[src/rtl/afc_pkg.sv]
package afc_pkg;

   // Flags produced by one accumulator step
   typedef struct packed {
      logic carry;   // addition overflowed the accumulator width
      logic msb;     // top bit of the new accumulator value
   } afc_step_t;

   // Alternate increment from primary increment and modulus:
   // i0 + 2^w - n, taken modulo 2^w
   function automatic logic [31:0] afc_alt_from_mod(input logic [31:0] i0,
                                                     input logic [31:0] n,
                                                     input int unsigned w);
      logic [31:0] mask;
      mask = (32'h1 << w) - 32'h1;
      return (i0 - n) & mask;
   endfunction

endpackage

[src/rtl/afc_inc_regs.sv]
module afc_inc_regs #(
   parameter int unsigned ACC_W      = 12,
   parameter bit          DERIVE_ALT = 1'b0
) (
   input  logic             clk_i,
   input  logic             rst_ni,
   input  logic             en_i,
   input  logic [ACC_W-1:0] inc_pri_i,
   input  logic [ACC_W-1:0] inc_alt_i,
   output logic [ACC_W-1:0] inc_pri_q,
   output logic [ACC_W-1:0] inc_alt_q
);
   import afc_pkg::*;

   logic [ACC_W-1:0] alt_d;

   generate
      if (DERIVE_ALT) begin : g_derive
         // Port carries the modulus; compute the alternate step
         logic [31:0] alt_wide;
         always_comb begin
            alt_wide = afc_alt_from_mod(32'(inc_pri_i), 32'(inc_alt_i), ACC_W);
            alt_d    = alt_wide[ACC_W-1:0];
         end
      end else begin : g_direct
         assign alt_d = inc_alt_i;
      end
   endgenerate

   always_ff @(posedge clk_i or negedge rst_ni) begin
      if (!rst_ni) begin
         inc_pri_q <= '0;
         inc_alt_q <= '0;
      end else if (!en_i) begin
         inc_pri_q <= inc_pri_i;
         inc_alt_q <= alt_d;
      end
   end

   // no reload across an enabled edge
   a_r7_inc_frozen: assert property (@(posedge clk_i) disable iff (!rst_ni)
      $past(en_i) |-> ($stable(inc_pri_q) && $stable(inc_alt_q)));

endmodule

[src/rtl/afc_phase_core.sv]
module afc_phase_core #(
   parameter int unsigned ACC_W = 12
) (
   input  logic                clk_i,
   input  logic                rst_ni,
   input  logic                en_i,
   input  logic [ACC_W-1:0]    inc_pri_q,
   input  logic [ACC_W-1:0]    inc_alt_q,
   output logic [ACC_W-1:0]    acc_q,
   output afc_pkg::afc_step_t  step_o
);
   import afc_pkg::*;

   localparam int unsigned SUM_W = ACC_W + 1;

   logic             use_alt_q;
   logic [ACC_W-1:0] inc_sel;
   logic [SUM_W-1:0] sum;

   always_comb begin
      inc_sel      = use_alt_q ? inc_alt_q : inc_pri_q;
      sum          = {1'b0, acc_q} + {1'b0, inc_sel};
      step_o.carry = sum[ACC_W];
      step_o.msb   = sum[ACC_W-1];
   end

   always_ff @(posedge clk_i or negedge rst_ni) begin
      if (!rst_ni) begin
         acc_q     <= '0;
         use_alt_q <= 1'b0;
      end else if (!en_i) begin
         acc_q     <= '0;
         use_alt_q <= 1'b0;
      end else begin
         acc_q     <= sum[ACC_W-1:0];
         use_alt_q <= sum[ACC_W];
      end
   end

endmodule

[src/rtl/afc_out_stage.sv]
module afc_out_stage (
   input  logic               clk_i,
   input  logic               rst_ni,
   input  logic               en_i,
   input  afc_pkg::afc_step_t step_i,
   output logic               aclk_o,
   output logic               ovf_o
);

   always_ff @(posedge clk_i or negedge rst_ni) begin
      if (!rst_ni) begin
         aclk_o <= 1'b0;
         ovf_o  <= 1'b0;
      end else if (!en_i) begin
         aclk_o <= 1'b0;
         ovf_o  <= 1'b0;
      end else begin
         aclk_o <= step_i.msb;
         ovf_o  <= step_i.carry;
      end
   end

endmodule

[src/rtl/afc_clkgen.sv]
module afc_clkgen #(
   parameter int unsigned ACC_W      = 12,
   parameter bit          DERIVE_ALT = 1'b0
) (
   input  logic             clk_i,
   input  logic             rst_ni,
   input  logic             en_i,
   input  logic [ACC_W-1:0] inc_pri_i,
   input  logic [ACC_W-1:0] inc_alt_i,
   output logic             aclk_o,
   output logic             ovf_o
);
   import afc_pkg::*;

   localparam int unsigned MIN_W = 4;
   localparam int unsigned MAX_W = 24;

   generate
      if (ACC_W < MIN_W || ACC_W > MAX_W) begin : g_bad_width
         $error("afc_clkgen: ACC_W out of supported range");
      end
   endgenerate

   logic [ACC_W-1:0] inc_pri_q;
   logic [ACC_W-1:0] inc_alt_q;
   logic [ACC_W-1:0] acc_q;
   afc_step_t        step;

   afc_inc_regs #(.ACC_W(ACC_W), .DERIVE_ALT(DERIVE_ALT)) u_inc (
      .clk_i     (clk_i),
      .rst_ni    (rst_ni),
      .en_i      (en_i),
      .inc_pri_i (inc_pri_i),
      .inc_alt_i (inc_alt_i),
      .inc_pri_q (inc_pri_q),
      .inc_alt_q (inc_alt_q)
   );

   afc_phase_core #(.ACC_W(ACC_W)) u_core (
      .clk_i     (clk_i),
      .rst_ni    (rst_ni),
      .en_i      (en_i),
      .inc_pri_q (inc_pri_q),
      .inc_alt_q (inc_alt_q),
      .acc_q     (acc_q),
      .step_o    (step)
   );

   afc_out_stage u_out (
      .clk_i  (clk_i),
      .rst_ni (rst_ni),
      .en_i   (en_i),
      .step_i (step),
      .aclk_o (aclk_o),
      .ovf_o  (ovf_o)
   );

   // strobe marks exactly the steps whose result is below the prior value
   a_r2_wrap_flag: assert property (@(posedge clk_i) disable iff (!rst_ni)
      $past(en_i) |-> (ovf_o == (acc_q < $past(acc_q))));

   // step after a wrap uses the alternate increment
   a_r3_alt_after_wrap: assert property (@(posedge clk_i) disable iff (!rst_ni)
      (en_i && ovf_o) |=> (acc_q == ACC_W'($past(acc_q) + $past(inc_alt_q))));

   // step without a preceding wrap uses the primary increment
   a_r3_pri_otherwise: assert property (@(posedge clk_i) disable iff (!rst_ni)
      (en_i && !ovf_o) |=> (acc_q == ACC_W'($past(acc_q) + $past(inc_pri_q))));

   // disabled edge clears state and outputs
   a_r6_idle_clear: assert property (@(posedge clk_i) disable iff (!rst_ni)
      !en_i |=> (acc_q == '0 && !ovf_o && !aclk_o));

endmodule

[config.mk]
export PLATFORM = sky130hd
export DESIGN_NAME = afc_clkgen
export DESIGN_NICKNAME = d
export VERILOG_FILES = /design/src/rtl/afc_pkg.sv /design/src/rtl/afc_inc_regs.sv /design/src/rtl/afc_phase_core.sv /design/src/rtl/afc_out_stage.sv /design/src/rtl/afc_clkgen.sv
export SDC_FILE = /design/constraint.sdc
export NUM_CORES = 1
export LEC_CHECK = 0
export ABC_AREA = 0
export ABC_CLOCK_PERIOD_IN_PS = 3400
export BUFFER_PORTS_ARGS = -buffer_cell sky130_fd_sc_hd__clkbuf_2
export CAP_MARGIN = 20
export CORE_MARGIN = 4
export CORE_UTILIZATION = 50
export CTS_CLUSTER_DIAMETER = 50
export CTS_CLUSTER_SIZE = 12
export DETAILED_ROUTE_END_ITERATION = 10
export GPL_ROUTABILITY_DRIVEN = 0
export PLACE_DENSITY = 0.71
export RECOVER_POWER = 100
export SYNTH_ARGS = -nofsm -noshare
export SYNTH_HDL_FRONTEND = slang
export SYNTH_HIERARCHICAL = 1
export SYNTH_SLANG_ARGS = --single-unit
[constraint.sdc]
create_clock -name clk_i -period 3.4 [get_ports clk_i]
set_clock_uncertainty 0.15 [all_clocks]
set_input_delay 0.68 -clock clk_i [delete_from_list [all_inputs] [get_ports clk_i]]
set_output_delay 0.68 -clock clk_i [all_outputs]
set_load 0.005 [all_outputs]
After elaboration in Yosys (flattened, before gate mapping)
Index checks and enable logic that the tools add are counted.
Cells by class
  $add $sub $neg: 1
  div/mod/pow operators: 0
  $mul: 0
  magnitude comparators: 0
  reductions and logical operators: 0
  shifts and indexed selects: 0
  multiplexer cells: 4
  bitwise operators: 0
  equality and inequality tests: 0
Operators by type and width (number)
  12-bit two-way mux: 2
  12-bit by 12-bit adder with 13-bit output: 1
  1-bit two-way mux: 2
Storage, ports and cells
  output and inout port bits: 2
  input bits: 27
  bits in latches: 0
  bits in writable memories: 0
  bits in read-only memories: 0
  flip-flop bits (word level): 38
  memories: 0

Longest topological paths before layout
Gate-level depths: netlist (run 1).
  word-level depth: 3
  depth in mapped cells: 10
  gate-level depth less buffers: 10

Hierarchy
The synthesis (run 1) kept the hierarchy.
Modules (own cells, without submodules)
  afc_phase_core: seq. area each 325.3 µm², cells an instance 109, times used 1, area an instance 1068.5 µm²
  afc_inc_regs: seq. area each 600.6 µm², cells an instance 51, times used 1, area an instance 997.2 µm²
  afc_out_stage: seq. area each 50.0 µm², cells an instance 4, times used 1, area an instance 62.6 µm²

Worst setup path after synthesis (run 1)
Ideal clock, no wire load.
  path kind: reg2reg
  start: register u_core.use_alt_q
  end: register u_out.aclk_o
  path slack: 0.905 ns
  cell stages (with the launch flop): 10
  data arrival time: 2.226 ns
  path buffers: 1
  library setup time: 0.119 ns
  cell sequence: dfrtp_1 > buf_2 > mux2_1 > ha_1 > a21oi_2 > nand2_1 > a221o_1 > a41oi_2 > xnor2_1 > and2_1
RTL lines
  start, declared: line afc_phase_core.sv:16  | logic use_alt_q;
  start signal, assigned: line afc_phase_core.sv:36  | use_alt_q <= sum[ACC_W];
  end signal, assigned: line afc_out_stage.sv:18  | aclk_o <= step_i.msb;
  end, declared: line afc_out_stage.sv:6  | output logic aclk_o,

==> results of run 1 <==
-- state kept, by name, indices dropped and copies added (netlist names) --
| register | count |
|---|---|
| u_out/aclk_o | 1 |
| u_inc/inc_pri_q | 12 |
| u_core/use_alt_q | 1 |
| u_out/ovf_o | 1 |
| u_inc/inc_alt_q | 12 |
| u_core/acc_q | 12 |
-- cells by family (layout without fill, tap and decap cells) --
group | Yosys count | after routing | share of synthesized area
buffers and inverters | 10 | 41 | 0.0376
flip-flops | 39 | 39 | 0.459
multiplexers | 41 | 41 | 0.249
XOR/XNOR | 6 | 6 | 0.0247
AO/OA/AOI/OAI | 22 | 22 | 0.0782
adder cells (fa/ha/maj) | 13 | 13 | 0.0800
AND/OR/NAND/NOR | 33 | 33 | 0.0723
-- layout by cell type, fill, tap and decap left out, types with 5 or more instances in the layout --
| cell | instances |
|---|---|
| sky130_fd_sc_hd__ha_1 | 12 |
| sky130_fd_sc_hd__clkbuf_8 | 5 |
| sky130_fd_sc_hd__nand2b_1 | 7 |
| sky130_fd_sc_hd__a21oi_1 | 7 |
| sky130_fd_sc_hd__mux2_1 | 30 |
| sky130_fd_sc_hd__mux2i_1 | 6 |
| sky130_fd_sc_hd__clkbuf_2 | 26 |
| sky130_fd_sc_hd__nand2_1 | 10 |
| sky130_fd_sc_hd__dfrtp_1 | 39 |
| sky130_fd_sc_hd__nor2_1 | 10 |
-- layer usage --
| metal | vias up | part of all wire | track usage | wire, µm |
|---|---|---|---|---|
| li1 | 631 | - | - | - |
| met1 | 643 | 0.46 | 0.206 | 1720 |
| met2 | 34 | 0.45 | 0.230 | 1660 |
| met3 | 10 | 0.066 | 0.0537 | 243 |
| met4 | 0 | 0.022 | 0.0656 | 80 |
| met5 | - | 0 | 0 | 0 |
-- worst max-delay path by stage --
| stage | from | end | slack [ps] |
|---|---|---|---|
| final | u_core/use_alt_q | u_out/aclk_o | 420 |
| after CTS | u_core/use_alt_q | u_out/ovf_o | 520 |
| after detailed placement | u_core/use_alt_q | u_out/ovf_o | 540 |
| after global routing | u_core/use_alt_q | u_out/ovf_o | 200 |
| after floorplan | u_core/use_alt_q | u_out/aclk_o | 900 |
| after global placement | u_core/use_alt_q | u_out/aclk_o | 630 |
-- power by group through the flow --
stage	Sequential (mW)	Clock (mW)	Combinational, mW
after floorplan	0.601	0	0.608
after global placement	0.624	0	0.704
after detailed placement	0.631	0	0.736
after CTS	0.624	0.310	0.739
after global routing	0.633	0.324	0.788
final	0.621	0.294	0.705
-- final cells by class --
| cell class | count | area (µm²) |
|---|---|---|
| Sequential cell | 39 | 976 |
| Timing Repair Buffer | 29 | 141 |
| Tap cell | 50 | 62.6 |
| Fill cell | 347 | 1790 |
| Clock buffer | 5 | 68.8 |
| Inverter | 4 | 15.0 |
| Multi-Input combinational cell | 115 | 993 |
| Clock inverter | 3 | 15.0 |
-- critical path, cell delays in order (launching register included) --
cell                      delay, ps
sky130_fd_sc_hd__dfrtp_1        700
sky130_fd_sc_hd__mux2i_1        370
sky130_fd_sc_hd__inv_1           80
sky130_fd_sc_hd__ha_1           270
sky130_fd_sc_hd__a21o_1         110
sky130_fd_sc_hd__a21oi_1         80
sky130_fd_sc_hd__o21ai_0        520
sky130_fd_sc_hd__a41oi_2        250
sky130_fd_sc_hd__xnor2_1        170
sky130_fd_sc_hd__and2_0         160
-- stage by stage --
stage / hold WS [ps] / worst slack (ps) / util
after floorplan: 234 / 905 / -
after global placement: 342 / 628 / 0.558
after detailed placement: 339 / 540 / 0.558
after CTS: 362 / 517 / 0.579
after global routing: 29.2 / 199 / 0.560
final: 27.0 / 418 / 0.560
==> results.txt, run 1 <==
* Final standard cell count with taps included and fillers excluded: 245
* Clock transition at the registers of the reported paths: 70 ps
- The H-tree was split into 2 levels.
- The worst path in the final design needs a cycle of 2980 ps, including I/O delays and setup.
* Post-route antenna net violation count: 0
- Of the cells placed in the final design, the portion with a size suffix greater than 1 is 0.215.
- Synthesized area per cell: 13.0 µm²
- The worst hold path belongs to the class in2async.
* Reg2reg setup slack: 420 ps
- Power density normalized to cell area: 713 mW/mm²
- Entering global routing, the biggest net connects 40 pins.
- The number of clock buffers added by TritonCTS is 5.
- Switching power share of the total: 0.362
- Wires add up to 3.70 mm.
- Portion of total power attributed to the clock network: 0.181
- Number of cells in the design after placement: 236
- Leading cell type by number of instances after synthesis: sky130_fd_sc_hd__dfrtp_1
* Via count of the first global-routing pass: 1,392
- In this run the static leakage power is 1.09 nW.
* Number of hold buffers added after cts: 0
* DRC violation count after routing: 0
- In the synthesized netlist the dominant register cell turns out to be sky130_fd_sc_hd__dfrtp_1.
- Headroom to the max-slew limit: -0.310
- Die outline height: 73.2 µm
- Critical path data arrival time: 3010 ps
- FP Rows: 23
- Synth-to-Final Area Change: 6.76%
- Die X: 73.2 µm
- Dividing the final minimum period by the clock period gives 0.877.
* Maximum ir drop on the vdd rail: 0.000377 V
* CTS tree: yes
- The initial antenna violation count is 0.
- The commonest cells after synthesis are sky130_fd_sc_hd__dfrtp_1 (39), sky130_fd_sc_hd__mux2_4 (20), sky130_fd_sc_hd__ha_1 (12).
* Count of final max-slew check failures: 77
* Worst Setup Start Kind: flip-flop
* Total overflow reported by the global router: 0
* Effective utilization at floorplan: 0.525
- Tot GR Track Use: 0.156
- Setup bufs post-CTS: 0
* Synthesized area: 0.00213 mm²
* Total Power: 1.62 mW
- Synth Instances: 164
- The startpoint identified for the worst register-to-register timing path is u_core/use_alt_q.
- Number of gates resized after cts: 0
- Post-synthesis cell type with the largest combined area: sky130_fd_sc_hd__dfrtp_1
* Post-route standard cell area excluding fillers: 0.00227 mm²
* Synth Warn #: 6
- The final-report hold violation count is 0.
- Fraction of post-synthesis cell area in the top cell type by area: 0.459
- Detailed routing inserted a total of 1,318 vias.
- The number of nets in the synthesized netlist is 204.
- Max Clk Rate: 0.335 GHz
* Share of async-settable or async-resettable flops after synthesis: 1.00
* Post-synthesis cell type count: 34
- Die Footprint: 0.00536 mm²
- Detail-routed via count per cell: 5.38
- First-pass DRT Iterations: 4
* FF+latch count, synth: 39
- Antenna Cells: 0
* Crit path capture type: flip-flop
- Once detailed placement completed, the half-perimeter wirelength came to 2.72 mm.
* Setup violators final: 0
- For the final routed database, the setup TNS stands at 0 ps.
* Run status: complete, but fails checks
* Part of the Yosys area used for sequential elements: 0.459
- The final reports fail on max-capacitance violations, max-slew violations.
- For this block, the initial DRC count from the detailed router was 68.
* Number of placed I/O pins: 29
- Clock latency reported for the late side of the worst-skew pair: 290 ps
- The worst setup path is of the reg2reg kind.
- Combinational power share: 0.435
* Total of max-cap violations: 2
- Counting every sink on the clock net gives 39.
- Worst-path fanout max: 12
* Count of input and output buffers: 28
* Core region area: 0.00406 mm²
* Depth of the worst register-to-register path: 9
- Cell internal power was estimated by the tool at 1.03 mW.
- Slew at the pin closest to its max-slew limit: 1970 ps
- Counting flops with a built-in enable in the synthesized netlist gives 0.
* Unrepaired setup endpoints after global routing: no
- Cell area after placement: 0.00227 mm²
- Data required time at the worst endpoint: 3420 ps
* Switch Pwr: 0.587 mW
- Synth area leaders: sky130_fd_sc_hd__dfrtp_1 (46%), sky130_fd_sc_hd__mux2_4 (14%), sky130_fd_sc_hd__ha_1 (7.1%), sky130_fd_sc_hd__mux2_1 (5.8%), sky130_fd_sc_hd__mux2i_1 (2.8%)
* Clock Tree Root: sky130_fd_sc_hd__clkbuf_8
- In this run the critical register-to-register path is captured at u_out/aclk_o.
- At the end of the flow, the number of nets in the layout was 234.
- Of the total power, registers draw 0.383.
- Global-route wire length before repair: 6.39 mm
* Routed wire per std cell: 15.1 µm
* Buffer levels on the longest clock path: 2
No activity file was read; power rests on OpenSTA's default activity.
==> run 2: changes to the inputs <==
CORE_UTILIZATION = 45   (was 50)
PLACE_DENSITY = default   (was 0.71)
==> run 2 against run 1 <==
Against the previous run:
- the flow still finishes with violations (max-capacitance violations, max-slew violations)
- sequential share of layout area down 0.65 points
- maximum frequency rose by 0.24%
- sequential power down 0.6%
- first-iteration DRC count is 25% higher
- via count shrank 0.38%
- sequential cell count unchanged
- power up 6.4%
- wire length is 5.8% higher
- clock power grew 36%
- worst setup slack improved by 7.0 ps
- largest cell class unchanged
- largest power group unchanged
==> results.txt, run 2 (synthesis results as in run 1) <==
- Global-route wire length before repair: 6.60 mm (+3.3%)
- Run status: complete, but fails checks
- The critical path arrival is 3000 ps (about the same).
- Count of final max-slew check failures: 76 (-1.3%)
- Die X: 76.8 µm (+4.8%)
- Period Utilization, post-route: 0.875 (-0.00207)
- The summed negative setup slack over all endpoints was 0 ps (unchanged).
- Most common cell after layout, fill and taps aside: sky130_fd_sc_hd__dfrtp_1
- Total clock sinks: 39 (unchanged)
- Post-route antenna net violation count: 0 (unchanged)
- In this run the critical register-to-register path is captured at u_out/ovf_o.
- In the layout the commonest cells are sky130_fd_sc_hd__dfrtp_1 (39), sky130_fd_sc_hd__mux2_1 (30), sky130_fd_sc_hd__clkbuf_2 (25), sky130_fd_sc_hd__ha_1 (12).
- The buffer depth of the longest clock path came to 2 (unchanged).
* Failing checks: max-capacitance violations, max-slew violations
- The number of setup violations in the final report is 0 (unchanged).
- Routed wire per std cell: 15.9 µm (+4.9%)
* Unrepaired setup endpoints after global routing: no
- Type of the setup path with the least slack: reg2reg
- Number of hold-slack violations in the final timing report: 0 (unchanged)
- The number of inserted filler cells in the final layout came to 403 (+16%).
- The power consumption was 1.72 mW (+6.4%).
- Depth of the worst register-to-register path: 10 (+1)
* Clock transition at the registers of the reported paths: 80 ps (about the same)
- The count of TritonRoute iterations in the first routing pass was 4 (unchanged).
* Die outline height: 76.8 µm (+4.8%)
* Number of gates resized after cts: 0 (unchanged)
* Effective utilization at floorplan: 0.476 (-0.0488)
- Detail-routed via count per cell: 5.32 (-1.2%)
- The standby leakage power is 1.10 nW (+1.0%).
- Standard cell with the maximum stage delay on the critical path: sky130_fd_sc_hd__dfrtp_1
- The power density over the cells is 747 mW/mm² (+4.8%).
* Sequential cell area: 976 µm² (unchanged)
* Critical Path Most Common Cell: sky130_fd_sc_hd__a21oi_1
* Synth-to-Final Area Change: 8.41%
- Total of max-cap violations: 2 (unchanged)
- Top flop regs: u_core/acc_q (12), u_inc/inc_alt_q (12), u_inc/inc_pri_q (12)
- The number of global-route vias before repair came to 1,360 (-2.3%).
- Max stage delay on crit path: 680 ps (-20 ps)
- Core region area: 0.00447 mm² (+10%)
* Pin count of the biggest net entering global routing: 40 (unchanged)
- The later-pin clock latency in the skew report came to 290 ps (about the same).
* Max Clk Rate: 0.336 GHz (+0.24%)
- The post-cts hold buffer count is 0 (unchanged).
* Slew at the pin closest to its max-slew limit: 1910 ps (-53.1 ps)
- The path class of the tightest hold or removal check is in2async.
- The summed area of non-filler cells in the final layout came to 0.00231 mm² (+1.5%).
- The sum of net half-perimeters after detailed placement came to 2.84 mm (+4.3%).
- The final worst-path setup slack came to 425 ps (+7.02 ps).
- The cell sitting at the root of the clock tree is a sky130_fd_sc_hd__clkbuf_8.
* Overall via count from detail_route: 1,313 (-0.38%)
* Number of placed I/O pins: 29 (unchanged)
* Setup bufs post-CTS: 0 (unchanged)
- The share of layout cells above drive strength 1 is 0.210 (-0.00513).
- The initial antenna violation count was 0 (unchanged).
* Worst Setup Start Kind: flip-flop
- The worst reg-to-reg setup slack is 420 ps (about the same).
* Die Footprint: 0.00589 mm² (+9.9%)
- The time the worst path needs with I/O delays and setup was 2980 ps (-7.02 ps).
- TritonCTS built the clock tree.
* CTS HTree Levels: 2 (unchanged)
* Antenna Cells: 0 (unchanged)
- The number of nets in the layout was 234 (unchanged).
* Violation count after the first detailed-routing iteration: 85 (+25%)
- DRC violation count after routing: 0 (unchanged)
- The total area of multi-input combinational cells was 993 µm² (unchanged).
- The relative slew slack was -0.275 (+0.0354).
- FP Rows: 24 (+4.3%)
- The port buffer count came to 28 (unchanged).
* Tot GR Track Use: 0.143 (-0.0128)
* Total overflow reported by the global router: 0 (unchanged)
* Cts bufs inserted: 5 (unchanged)
- Place WS: 537 ps (-2.95 ps)
- STA classifies the critical path endpoint as a flip-flop.
* Worst-path fanout max: 12 (unchanged)
* Cell area after placement: 0.00227 mm² (+0.11%)
- Cell chain of the critical path: mux2_1 > ha_1 > inv_1 > fa_1 > nand2b_1 > a21oi_1 > a211o_2 > a41oi_1 > a21oi_1 > and2_0
- Data required time at the worst endpoint: 3420 ps (about the same)
* Total length of routed wires: 3.92 mm (+5.8%)
- RR Startpoint: u_core/use_alt_q
* Maximum ir drop on the vdd rail: 0.000373 V (-1.1%)
-- run 2: changes by cell type in the layout (fill, tap and decap cells not counted), sizes merged --
cell	before	now
bufinv	0	1
clkbuf	34	35
clkinv	3	1
-- run 2: cell type report --
class / instances / area share
Multi-Input combinational cell: 115 / 0.431
Clock buffer: 6 / 0.0358
Inverter: 4 / 0.00651
Tap cell: 52 / 0.0282
Sequential cell: 39 / 0.423
Clock inverter: 2 / 0.0152
Timing Repair Buffer: 29 / 0.0607
-- run 2: stage by stage --
step / instances / utilization / hold WS, ps
floorplan: 164 / - / 234
global placement: 238 / 0.507 / 337
detailed placement: 238 / 0.507 / 338
CTS: 246 / 0.533 / 363
global route: 247 / 0.516 / 62.5
finish: 247 / 0.516 / 40.4
-- run 2: power by group --
group	leakage [nW]	switching, mW	internal (mW)
clock	0.0612	0.164	0.238
combinational	0.563	0.374	0.330
sequential	0.476	0.0554	0.562
-- run 2: per-layer routing --
metal  GRT usage  vias up  part of all wire
li1            -      633                 -
met1       0.189      646              0.48
met2       0.221       29              0.47
met3      0.0433        5             0.044
met4      0.0489        0             0.011
met5           0        -                 0
-- run 2: worst max path at each step --
stage,to,slack [ps],startpoint,depth (start not counted)
global route,u_out/aclk_o,160,u_core/use_alt_q,9
global placement,u_out/ovf_o,630,u_core/use_alt_q,10
finish,u_out/ovf_o,420,u_core/use_alt_q,10
detailed placement,u_out/ovf_o,540,u_core/use_alt_q,10
floorplan,u_out/aclk_o,900,u_core/use_alt_q,9
CTS,u_out/ovf_o,550,u_core/use_alt_q,10
-- run 2: worst max-delay path, delay by kind of cell (launching register included) --
family                     cells  cell delay (ps)
DFF                            1              680
and+or+nand+nor                2              270
adders and majority gates      2              400
AOI/OAI and AO/OA              4              900
muxes                          1              380
buffers and inverters          1               70
